[config.mk]
export PLATFORM = sky130hd
export DESIGN_NAME = boot_alias_top
export DESIGN_NICKNAME = d
export VERILOG_FILES = /design/src/rtl/boot_alias_pkg.sv /design/src/rtl/boot_pin_sync.sv /design/src/rtl/boot_capture.sv /design/src/rtl/boot_addr_map.sv /design/src/rtl/boot_alias_top.sv
export SDC_FILE = /design/constraint.sdc
export NUM_CORES = 1
export LEC_CHECK = 0
export BUFFER_PORTS_ARGS = -buffer_cell sky130_fd_sc_hd__buf_2
export CORE_AREA = 5 5 54 56
export CTS_BUF_LIST = sky130_fd_sc_hd__clkbuf_16
export CTS_CLUSTER_DIAMETER = 60
export DETAILED_ROUTE_END_ITERATION = 7
export DIE_AREA = 0 0 59 61
export GPL_ROUTABILITY_DRIVEN = 0
export PLACE_DENSITY = 0.82
export SLEW_MARGIN = 5
export SYNTH_ARGS = -nofsm -noshare
export SYNTH_HDL_FRONTEND = slang
export SYNTH_SLANG_ARGS = --single-unit
[constraint.sdc]
create_clock -name clk -period 5.4 [get_ports clk]
set_clock_uncertainty 0.2 [all_clocks]
set_input_delay 1.08 -clock clk [delete_from_list [all_inputs] [get_ports clk]]
set_output_delay 1.08 -clock clk [all_outputs]
set_load 0.01 [all_outputs]
[src/rtl/boot_alias_pkg.sv]
package boot_alias_pkg;

   typedef enum logic [1:0] {
      SRC_FLASH  = 2'd0,
      SRC_SYSMEM = 2'd1,
      SRC_SRAM   = 2'd2
   } boot_src_e;

   // strap pair -> memory: low pin clear means flash
   function automatic boot_src_e strap_to_src(input logic hi, input logic lo);
      if (!lo)      return SRC_FLASH;
      else if (!hi) return SRC_SYSMEM;
      else          return SRC_SRAM;
   endfunction

endpackage

[src/rtl/boot_pin_sync.sv]
module boot_pin_sync #(
   parameter int WIDTH  = 2,
   parameter int STAGES = 2
) (
   input  logic             clk,
   input  logic             rst_n,
   input  logic [WIDTH-1:0] pin_i,
   output logic [WIDTH-1:0] pin_o
);

   initial begin : prm_chk
      assert (STAGES >= 2 && WIDTH >= 1)
         else $error("boot_pin_sync: STAGES must be at least 2");
   end

   logic [STAGES-1:0][WIDTH-1:0] stg;

   always_ff @(posedge clk or negedge rst_n) begin
      if (!rst_n) begin
         stg <= '0;
      end else begin
         stg[0] <= pin_i;
         for (int s = 1; s < STAGES; s++) stg[s] <= stg[s-1];
      end
   end

   assign pin_o = stg[STAGES-1];

endmodule

[src/rtl/boot_capture.sv]
module boot_capture
   import boot_alias_pkg::*;
#(
   parameter int CAPTURE_EDGE = 4
) (
   input  logic      clk,
   input  logic      rst_n,
   input  logic      restart_i,
   input  logic [1:0] pins_i,
   output boot_src_e sel_o,
   output logic      busy_o
);

   localparam int CW = (CAPTURE_EDGE > 2) ? $clog2(CAPTURE_EDGE) : 1;
   localparam logic [CW-1:0] LAST = CW'(CAPTURE_EDGE - 1);

   initial begin : prm_chk
      assert (CAPTURE_EDGE >= 2)
         else $error("boot_capture: CAPTURE_EDGE must be at least 2");
   end

   logic [CW-1:0] cnt;
   logic          busy;
   boot_src_e     sel_q;

   always_ff @(posedge clk or negedge rst_n) begin
      if (!rst_n) begin
         busy  <= 1'b1;
         cnt   <= '0;
         sel_q <= SRC_FLASH;
      end else if (restart_i) begin
         busy <= 1'b1;
         cnt  <= '0;
      end else if (busy) begin
         if (cnt == LAST) begin
            sel_q <= strap_to_src(pins_i[1], pins_i[0]);
            busy  <= 1'b0;
            cnt   <= '0;
         end else begin
            cnt <= cnt + 1'b1;
         end
      end
   end

   assign sel_o  = sel_q;
   assign busy_o = busy;


   restart_hold_chk: assert property (@(posedge clk) disable iff (!rst_n)
      restart_i |=> busy);


   sel_steady_chk: assert property (@(posedge clk) disable iff (!rst_n)
      (!busy && !restart_i) |=> (!busy && $stable(sel_q)));

endmodule

[src/rtl/boot_addr_map.sv]
module boot_addr_map
   import boot_alias_pkg::*;
#(
   parameter int          ADDR_W      = 32,
   parameter int          REGION_BITS = 25,
   parameter logic [31:0] FLASH_BASE  = 32'h0800_0000,
   parameter logic [31:0] SYSMEM_BASE = 32'h1FFF_F000,
   parameter logic [31:0] SRAM_BASE   = 32'h2000_0000
) (
   input  logic              clk,
   input  logic              rst_n,
   input  boot_src_e         sel_i,
   input  logic [ADDR_W-1:0] addr_i,
   output logic [ADDR_W-1:0] addr_o
);

   localparam int TAG_W = ADDR_W - REGION_BITS;

   initial begin : prm_chk
      assert (REGION_BITS > 0 && REGION_BITS < ADDR_W && ADDR_W <= 32)
         else $error("boot_addr_map: boot window must be narrower than the address");
   end

   logic              in_window;
   logic [ADDR_W-1:0] offset;
   logic [ADDR_W-1:0] base;

   assign in_window = (addr_i[ADDR_W-1:REGION_BITS] == '0);
   assign offset    = {{TAG_W{1'b0}}, addr_i[REGION_BITS-1:0]};

   always_comb begin
      unique case (sel_i)
         SRC_SYSMEM: base = SYSMEM_BASE[ADDR_W-1:0];
         SRC_SRAM:   base = SRAM_BASE[ADDR_W-1:0];
         default:    base = FLASH_BASE[ADDR_W-1:0];
      endcase
   end

   assign addr_o = in_window ? (base + offset) : addr_i;


   alias_leaves_window_chk: assert property (@(posedge clk) disable iff (!rst_n)
      in_window |-> (addr_o[ADDR_W-1:REGION_BITS] != '0));


   native_pass_chk: assert property (@(posedge clk) disable iff (!rst_n)
      (addr_i[ADDR_W-1:REGION_BITS] != '0) |-> (addr_o == addr_i));

endmodule

[src/rtl/boot_alias_top.sv]
module boot_alias_top
   import boot_alias_pkg::*;
#(
   parameter int          ADDR_W       = 32,
   parameter int          REGION_BITS  = 25,
   parameter int          CAPTURE_EDGE = 4,
   parameter int          SYNC_STAGES  = 2,
   parameter logic [31:0] FLASH_BASE   = 32'h0800_0000,
   parameter logic [31:0] SYSMEM_BASE  = 32'h1FFF_F000,
   parameter logic [31:0] SRAM_BASE    = 32'h2000_0000
) (
   input  logic              clk,
   input  logic              rst_n,
   input  logic              standby_exit,
   input  logic              boot_pin0,
   input  logic              boot_pin1,
   input  logic [ADDR_W-1:0] bus_addr,
   output logic [1:0]        boot_sel,
   output logic [ADDR_W-1:0] mapped_addr,
   output logic              sel_valid,
   output logic              cpu_hold
);

   initial begin : prm_chk
      assert (CAPTURE_EDGE > SYNC_STAGES)
         else $error("boot_alias_top: capture edge must follow the synchronizer");
   end

   logic [1:0] pins_sync;
   boot_src_e  sel;
   logic       busy;

   boot_pin_sync #(.WIDTH(2), .STAGES(SYNC_STAGES)) i_sync (
      .clk   (clk),
      .rst_n (rst_n),
      .pin_i ({boot_pin1, boot_pin0}),
      .pin_o (pins_sync)
   );

   boot_capture #(.CAPTURE_EDGE(CAPTURE_EDGE)) i_capture (
      .clk       (clk),
      .rst_n     (rst_n),
      .restart_i (standby_exit),
      .pins_i    (pins_sync),
      .sel_o     (sel),
      .busy_o    (busy)
   );

   boot_addr_map #(
      .ADDR_W      (ADDR_W),
      .REGION_BITS (REGION_BITS),
      .FLASH_BASE  (FLASH_BASE),
      .SYSMEM_BASE (SYSMEM_BASE),
      .SRAM_BASE   (SRAM_BASE)
   ) i_map (
      .clk    (clk),
      .rst_n  (rst_n),
      .sel_i  (sel),
      .addr_i (bus_addr),
      .addr_o (mapped_addr)
   );

   assign boot_sel  = sel;
   assign cpu_hold  = busy;
   assign sel_valid = ~busy;

   // checker: length of the current hold window in edges
   localparam int HW = $clog2(CAPTURE_EDGE + 1) + 1;
   logic [HW-1:0] hold_run;

   always_ff @(posedge clk or negedge rst_n) begin
      if (!rst_n)                         hold_run <= '0;
      else if (standby_exit || !cpu_hold) hold_run <= '0;
      else if (hold_run != '1)            hold_run <= hold_run + 1'b1;
   end


   hold_length_chk: assert property (@(posedge clk) disable iff (!rst_n)
      $fell(cpu_hold) |-> (hold_run == HW'(CAPTURE_EDGE)));


   decode_at_capture_chk: assert property (@(posedge clk) disable iff (!rst_n)
      $fell(cpu_hold) |-> (boot_sel == (!$past(pins_sync[0]) ? 2'd0 :
                                        (!$past(pins_sync[1]) ? 2'd1 : 2'd2))));

endmodule

Yosys cells after proc, flatten, opt, wreduce, memory -nomap -nowiden
Index checks and enable logic that the tools add are counted.
{"block": "word_totals", "input_bits": 37, "elab_cells": 25, "mem_bits_ro": 0, "mem_bits_rw": 0, "latchBits": 0, "mem_count": 0, "register_bits": 9}
{"block": "classes", "div": 0, "order_cmp": 0, "reduce_logical": 3, "add_sub_neg": 2, "mux": 10, "eq_ne": 3, "n_shift": 0, "bitwise_logic": 2, "n_mul": 0}
{"operator": "$pmux 30 s2", "n": 1}
{"operator": "$mux 32", "n": 1}
{"operator": "$add 30x25->31", "n": 1}
{"operator": "$mux 2", "n": 5}
{"operator": "$logic_not 7->1", "n": 1}
{"operator": "$eq 2x2->1 const B", "n": 2}
{"operator": "$mux 1", "n": 3}
{"operator": "$reduce_and 3->1", "n": 1}
{"operator": "$add 2x1->2 const B", "n": 1}
{"operator": "$eq 2x1->1 const B", "n": 1}
{"operator": "$not 1->1", "n": 2}
{"operator": "$reduce_bool 2->1", "n": 1}

Logic depth before layout (Yosys ltp)
Gate-level depths: netlist of the first run.
{"block": "depth", "ltp_word": 4, "depth_mapped": 8, "mapped_depth_nobuf": 7}

Modules after synthesis
Synthesis of the first run repeated with hierarchy kept, for this count alone.
{"block": "unflattened", "hier_cells": 110, "area_unflattened_um2": 925.9}
{"mod": "boot_addr_map", "area_per_inst_um2": 576.8, "instances": 1, "cells_each": 84}
{"mod": "boot_capture", "area_per_inst_um2": 230.2, "instances": 1, "cells_each": 19}
{"mod": "boot_pin_sync", "area_per_inst_um2": 115.1, "instances": 1, "cells_each": 6}
{"mod": "boot_alias_top", "area_per_inst_um2": 3.8, "instances": 1, "cells_each": 1}

Least setup slack after synthesis of the first run
OpenSTA, ideal clock, no wires.
{"block": "synth_path", "kind": "input port to output port", "from": "input port bus_addr[27]", "to": "output port mapped_addr[23]", "arrival_time_ns": 2.680, "stages": 5, "setup_slack_ns": 1.440, "t_required_ns": 4.120, "cell_sequence": "or4_1 or4_1 buf_2 nor4_4 xor2_1"}
{"block": "synth_via", "elab_chain_len": 2}
{"element": "start, declared", "line": "boot_alias_top.sv:17", "text": "input logic [ADDR_W-1:0] bus_addr,"}
{"element": "$logic_not 7->1", "line": "boot_addr_map.sv:28", "text": "assign in_window = (addr_i[ADDR_W-1:REGION_BITS] == '0);"}
{"element": "$mux 32", "line": "boot_addr_map.sv:39", "text": "assign addr_o = in_window ? (base + offset) : addr_i;"}
{"element": "end, declared", "line": "boot_alias_top.sv:19", "text": "output logic [ADDR_W-1:0] mapped_addr,"}
Every way passes these cells.

Final worst setup path of the first run
{"block": "layout_path", "from": "input port bus_addr[27]", "to": "output port mapped_addr[21]"}
The elaborated chain is that of the path after synthesis.

==> results.cfg, run 1 <==
[route]
drcViolationCount = 0
routed_wl_um = 2640
drt_iter0_drc = 30
firstDrtPassIters = 4
drtAntennaViolNets = 0
routedWlPerCell_um = 14.0
via_per_inst = 5.48
vias = 1030

[power_and_ir_drop]
swShare = 0.332
leakagePower_nw = 0.561
vdd_drop_max_mv = 0.226
p_sw_w = 0.000111
powerDensity_nw_per_um2 = 278
power_frac_comb = 0.334
power_frac_seq = 0.280
p_int_w = 0.000224
power_frac_clock = 0.386

[grt]
grt_first_pass_wirelength_um = 4240
track_usage = 0.150
antenna_found_initial = 0
grt_pass1_vias = 981
globalRouteOverflowTotal = 0
grt_max_degree = 13

[yosys]
ys_ff_latch = 9
ys_seq_area_frac = 0.236
synth_area_per_cell_um2 = 7.73
synth_nets = 163
synthCells = 124
synth_area_um2 = 958
synth_warnings = 0
synth_cell_types = 34

[timing]
period_minus_slack_ps = 4250
tightestPinTransition_ps = 716
rsz0062_at_grt = no
slew_violations = 0
min_period_over_period = 0.788
fmax_ghz = 0.235
setup_viol = 0
relSlewSlack = 0.522
fin_setup_tns_ps = 0
finalHoldViolCount = 0

[setup_path]
worstPathRequired_ps = 4120
start_kind = input pin
max_stage_delay_ps = 590
worstSetupPathType = in2out
critPathBufInv = 2
critical_path.max_fanout = 6
critPathTopFamily = simple AND/OR/NAND/NOR gates
slowest_stage = or4_1
endpoint_kind = output port
crit_chain = buf_2 > or4_1 > or4_1 > nor4_2 > xor2_1 > buf_2
cp.arrival_ps = 2970

[place]
dp_hpwl_um = 2190
io_buffers = 48
dp_cells = 184

[die]
dieArea_um2 = 3600
coreArea_um2 = 2390
die_x_um = 59
die_h_um = 61
start_util = 0.401
fp-row-count = 18
ioPinCount = 73

[clock_network]
root_buffer = clkbuf_16
postCtsSetupBuffers = 0
cts_resized = 0
clock_latency_ps = 230
cts_tree = built
cts.sinks = 9
clockBufferDepth = 2
clkTransAtPathRegs_ps = 40
cts_buffers = 3
cts_hold_buf = 0
htreeDepth = 1

[status]
status = finished clean

[flow_run]
cap_violations = 0

[layout]
instances_no_fill = 188
num_antenna_cells = 0
fin_nets = 198
regArea_um2 = 226
fillerInstances = 255
multi_input_area_um2 = 598
synthToLayoutAreaGrowth_pct = 25.6
drive_above_1_share = 0.367

[worst_hold_path]
hold_class = reg2reg
==> metal layers <==
metal | global-route usage | part of all wire | vias to the layer above
met3 | 0.0277 | 0.089 | 3
li1 | - | - | 501
met4 | 0.0615 | 0.011 | 0
met2 | 0.276 | 0.52 | 40
met1 | 0.171 | 0.38 | 486
met5 | 0 | 0 | -
==> Yosys cell counts <==
cell type / n / area [um2]
a21o_1: 2 / 15.0
a21oi_1: 3 / 15.0
a31o_1: 1 / 8.76
and2_1: 1 / 6.26
buf_2: 2 / 10.0
buf_4: 12 / 90.1
clkbuf_1: 5 / 18.8
dfrtp_1: 8 / 200
dfstp_2: 1 / 26.3
ha_1: 2 / 25.0
inv_1: 4 / 15.0
mux2i_1: 1 / 10.0
nand2_1: 10 / 37.5
nand2b_1: 5 / 31.3
nand3_1: 4 / 20.0
nand4_1: 3 / 18.8
nor2_1: 7 / 26.3
nor2b_1: 1 / 6.26
nor3_1: 9 / 45.0
nor4_1: 5 / 31.3
nor4_2: 1 / 12.5
nor4_4: 1 / 21.3
o2111a_1: 1 / 11.3
o21ai_0: 4 / 20.0
o21ai_1: 4 / 20.0
o221ai_1: 1 / 8.76
o31ai_1: 1 / 7.51
or2_2: 2 / 12.5
or3_1: 5 / 31.3
or3_4: 1 / 11.3
or4_1: 4 / 30.0
or4b_1: 1 / 10.0
xnor2_1: 9 / 78.8
xor2_1: 3 / 26.3
==> state kept, by name, indices dropped and copies added (netlist names) <==
| name | cells |
|---|---|
| i_capture.cnt | 2 |
| i_capture.sel_o | 2 |
| i_sync.pin_o | 2 |
| i_sync.stg | 2 |
| i_capture.busy_o | 1 |
==> power by group through the flow <==
stage,combinational [W],sequential [W],clock (W)
2_1_floorplan,0.0000748,0.0000949,0
3_3_place_gp,0.000105,0.0000934,0
3_5_place_dp,0.000111,0.0000945,0
4_1_cts,0.000113,0.0000940,0.000132
6_report,0.000112,0.0000936,0.000129
5_1_grt,0.000126,0.0000966,0.000134
==> path summary, 6_finish.rpt <==
check                      slack (ps)                         start  cells past startpoint                        endpoint
max                              1150                  bus_addr[27]                      6                 mapped_addr[21]
min                               140       i_sync.stg[1]$_DFF_PN0_                      0       i_sync.pin_o[1]$_DFF_PN0_
max reg2reg                      3900  i_capture.cnt[0]$_DFFE_PN0P_                      5  i_capture.sel_o[1]$_DFFE_PN0P_
min reg2reg                       140       i_sync.stg[1]$_DFF_PN0_                      0       i_sync.pin_o[1]$_DFF_PN0_
max in group asynchronous        4270                         rst_n                      1      i_capture.busy_o$_DFF_PN1_
min in group asynchronous         490                         rst_n                      1    i_capture.cnt[1]$_DFFE_PN0P_
==> final cells by class <==
| cell class | count | share of cell area |
|---|---|---|
| multi-input combinational | 92 | 0.497 |
| timing repair buffer | 49 | 0.206 |
| sequential | 9 | 0.188 |
| clock buffer | 3 | 0.0624 |
| tap | 30 | 0.0312 |
| inverter | 4 | 0.0125 |
| clock inverter | 1 | 0.00312 |
==> worst register-to-register path: stages, from the launching register on <==
cell and delay, ps:
dfrtp_1 370, ha_1 190, inv_1 60, or3_1 390, nand2_1 80, o21ai_0 80
==> layout by cell type (no fill, tap or decap) <==
cell type,Yosys,routed
mux2i_1,1,1
or2_2,2,2
o2111a_1,1,1
nor4_2,1,1
nand2b_1,5,5
nor2b_1,1,1
xor2_1,3,3
buf_2,2,48
ha_1,2,2
inv_1,4,5
or3_4,1,1
and2_1,1,1
o21ai_1,4,4
xnor2_1,9,9
nor4_1,5,5
or4_1,4,4
or4b_1,1,1
a31o_1,1,1
nand3_1,4,4
a21oi_1,3,3
clkbuf_16,0,3
o31ai_1,1,1
o221ai_1,1,1
or3_1,5,5
nand2_1,10,10
buf_4,12,1
a21o_1,2,2
dfstp_2,1,1
nor2_1,7,7
nor4_4,1,1
nand4_1,3,3
dfrtp_1,8,8
nor3_1,9,9
o21ai_0,4,4
==> cell families after synthesis <==
group | Yosys count | share of synthesized area
AO/OA/AOI/OAI | 17 | 0.111
AND/OR/NAND/NOR | 60 | 0.367
adder cells (fa/ha/maj) | 2 | 0.0261
XOR/XNOR | 12 | 0.110
buffers and inverters | 23 | 0.140
multiplexers | 1 | 0.0104
flip-flops | 9 | 0.236
==> metrics by stage <==
stage / setup WS [ps] / cell area, um2 / hold WS [ps] / util / total power [W]
after floorplan: 1440 / 958 / 131 / - / 0.000170
after global placement: 1200 / 1120 / 133 / 0.471 / 0.000199
after detailed placement: 1130 / 1120 / 135 / 0.471 / 0.000206
after CTS: 1140 / 1200 / 143 / 0.504 / 0.000339
after global routing: 1070 / 1200 / 162 / 0.504 / 0.000357
final: 1150 / 1200 / 142 / 0.504 / 0.000335
Power figures use the tool's default switching activity.
==> run 2, diff against run 1 <==
--- a/config.mk
+++ b/config.mk
@@ -5,14 +5,15 @@
 export SDC_FILE = /design/constraint.sdc
 export NUM_CORES = 1
 export LEC_CHECK = 0
+export ABC_AREA = 1
 export BUFFER_PORTS_ARGS = -buffer_cell sky130_fd_sc_hd__buf_2
-export CORE_AREA = 5 5 54 56
+export CORE_AREA = 5 5 62 64
 export CTS_BUF_LIST = sky130_fd_sc_hd__clkbuf_16
 export CTS_CLUSTER_DIAMETER = 60
 export DETAILED_ROUTE_END_ITERATION = 7
-export DIE_AREA = 0 0 59 61
+export DIE_AREA = 0 0 67 69
 export GPL_ROUTABILITY_DRIVEN = 0
-export PLACE_DENSITY = 0.82
+export PLACE_DENSITY = 0.79
 export SLEW_MARGIN = 5
 export SYNTH_ARGS = -nofsm -noshare
 export SYNTH_HDL_FRONTEND = slang
==> constraint.sdc (replaced) <==
create_clock -name clk -period 4.3 [get_ports clk]
set_clock_uncertainty 0.2 [all_clocks]
set_input_delay 0.86 -clock clk [delete_from_list [all_inputs] [get_ports clk]]
set_output_delay 0.86 -clock clk [all_outputs]
set_load 0.01 [all_outputs]
==> run 2 against run 1 <==
Compared with the run above:
- synthesized cell count increased by 88%
- setup slack got worse by 270 ps
- first-iteration DRC count increased to 3.7 times the previous value
- clock power increased by 25%
- utilization increased by 1.2 points
- register-to-register slack got worse by 1000 ps
- critical path type unchanged
==> results.cfg, run 2 <==
[grt]
grt_pass1_vias = 1471
grt_first_pass_wirelength_um = 6150
globalRouteOverflowTotal = 0
use_met2 = 0.276
use_met1 = 0.198
grt_max_degree = 20
use_met3 = 0.0227
track_usage = 0.159
antenna_found_initial = 0
grt_busiest_layer = met2

[timing]
hold_slack_ps = 148
slew_violations = 0
period_minus_slack_ps = 3420
fin_setup_tns_ps = 0
finalHoldViolCount = 0
fmax_ghz = 0.292
setup_viol = 0
tightestPinTransition_ps = 451
rsz0062_at_grt = no
min_period_over_period = 0.796
relSlewSlack = 0.698

[setup_path]
max_stage_delay_ps = 380
crit_chain = buf_2 > nor2_1 > nand3_1 > nor2_2 > buf_4 > inv_2 > nor2_1 > nand2_1 > xor2_1 > buf_2
rr_startpoint = i_capture.busy_o$_DFF_PN1_
cp.arrival_ps = 2360
slowest_stage = nor2_1
start_kind = input pin
reg2reg_to = i_capture.sel_o[1]$_DFFE_PN0P_
worstPathRequired_ps = 3240
critPathBufInv = 4
worstSetupPathType = in2out
critPathTopFamily = simple AND/OR/NAND/NOR gates
r2r.worst_path.cells = 4
r2r_slack_ps = 2860
critical_path.max_fanout = 16
endpoint_kind = output port

[clock_network]
postCtsSetupBuffers = 0
clock_latency_ps = 240
cts_resized = 0
root_buffer = clkbuf_16
cts_hold_buf = 0
htreeDepth = 1
cts_buffers = 3
clockBufferDepth = 2
clkTransAtPathRegs_ps = 40
cts_tree = built
cts.sinks = 9

[die]
start_util = 0.438
ioPinCount = 73
die_h_um = 69
coreArea_um2 = 3230
fp-row-count = 21
dieArea_um2 = 4620
die_x_um = 67

[power_and_ir_drop]
swShare = 0.479
p_int_w = 0.000377
power_frac_clock = 0.222
power_frac_seq = 0.169
power_frac_comb = 0.608
leakagePower_nw = 0.932
powerDensity_nw_per_um2 = 434
vdd_drop_max_mv = 0.304
p_sw_w = 0.000347

[yosys]
synth-edff-count = 0
synth_area_per_cell_um2 = 6.08
ys_seq_area_frac = 0.160
synth_area_um2 = 1420
synth_area_leaders = nand2_1 17%, dfrtp_1 14%, inv_1 8.7%
synth_cell_types = 35
ys_top_cells_by_count = 63 x nand2_1, 33 x inv_1, 21 x nand3_1, 15 x nor2_1
synth_top_area_share = 0.167
synth_warnings = 0
synthCells = 233
synth_nets = 272
ys_ff_latch = 9
synthFlopType = dfrtp_1
synth_most_common_cell = nand2_1
synthArstFlopShare = 1.00
yosysTopAreaCell = nand2_1

[status]
status = finished clean

[route]
vias = 1603
drcViolationCount = 0
drtAntennaViolNets = 0
routed_wl_um = 3540
routedWlPerCell_um = 11.2
drt_iter0_drc = 110
firstDrtPassIters = 4
via_per_inst = 5.09

[layout]
num_antenna_cells = 0
final_cell_mix = 63 x nand2_1, 48 x buf_2, 34 x inv_1
fin_util = 0.516
synthToLayoutAreaGrowth_pct = 17.8
drive_above_1_share = 0.316
fin_nets = 309
multi_input_area_um2 = 911
fillerInstances = 352
regArea_um2 = 226
final_common_cell = nand2_1

[place]
dp_hpwl_um = 2860
io_buffers = 48

[worst_hold_path]
hold_depth = 0
holdPathEnd = i_sync.pin_o[0]$_DFF_PN0_
min_from = i_sync.stg[0]$_DFF_PN0_
hold_class = reg2reg

[flow_run]
cap_violations = 0
[run 2: changes by cell type after synthesis, moves of 9 or more]
| cell | delta |
|---|---|
| inv_1 | +29 |
| nand2_1 | +53 |
| nand3_1 | +17 |
| o21ai_0 | +9 |
| xnor2_1 | -9 |
[run 2: metal layers]
metal  up-vias  routed length, um
met5         -                  0
met4         0                 37
met3         5                303
met2        61               1710
met1       723               1490
li1        814                  -
[run 2: cell type report]
class	count	share of cell area
Multi-Input combinational cell	170	0.546
Sequential cell	9	0.136
Clock inverter	1	0.00225
Timing Repair Buffer	51	0.158
Clock buffer	3	0.0450
Inverter	35	0.0788
Tap cell	46	0.0345
[run 2: stage by stage]
stage	worst slack [ps]	total power, W	area, um2	std cells
after floorplan	1300	0.000495	1420	233
after global placement	848	0.000560	1590	311
after detailed placement	848	0.000563	1590	311
after CTS	838	0.000732	1670	315
after global routing	621	0.000794	1670	315
final	879	0.000724	1670	315
[run 2: logic make-up (layout without fill, tap and decap cells)]
kind of cell	after synthesis	count (layout)	share of synthesized area
compound gates	28	28	0.115
xor+xnor	4	4	0.0247
fa+ha+maj	2	2	0.0177
buf+inv	54	90	0.197
flops	9	9	0.160
simple gates	136	136	0.486
[run 2: how the worst max path moves through the flow]
stage / start / to / depth (start not counted)
4_1_cts: bus_addr[30] / mapped_addr[17] / 10
5_1_grt: i_capture.sel_o[0]$_DFFE_PN0P_ / mapped_addr[26] / 17
6_report: bus_addr[30] / mapped_addr[17] / 10
3_3_place_gp: bus_addr[30] / mapped_addr[17] / 10
3_5_place_dp: bus_addr[30] / mapped_addr[17] / 10
2_1_floorplan: bus_addr[13] / mapped_addr[16] / 11
[run 2: power groups by stage]
stage | clock network [W] | registers [W] | logic, W
after global routing | 0.000169 | 0.000127 | 0.000499
after detailed placement | 0 | 0.000124 | 0.000440
after CTS | 0.000167 | 0.000123 | 0.000443
after global placement | 0 | 0.000123 | 0.000437
final | 0.000161 | 0.000123 | 0.000441
after floorplan | 0 | 0.000120 | 0.000376
[run 2: worst register-to-register path: stages, from the launching register on]
cell	delay, ps
dfstp_2	560
inv_1	80
nor3_1	310
nand3_1	110
o21ai_0	100
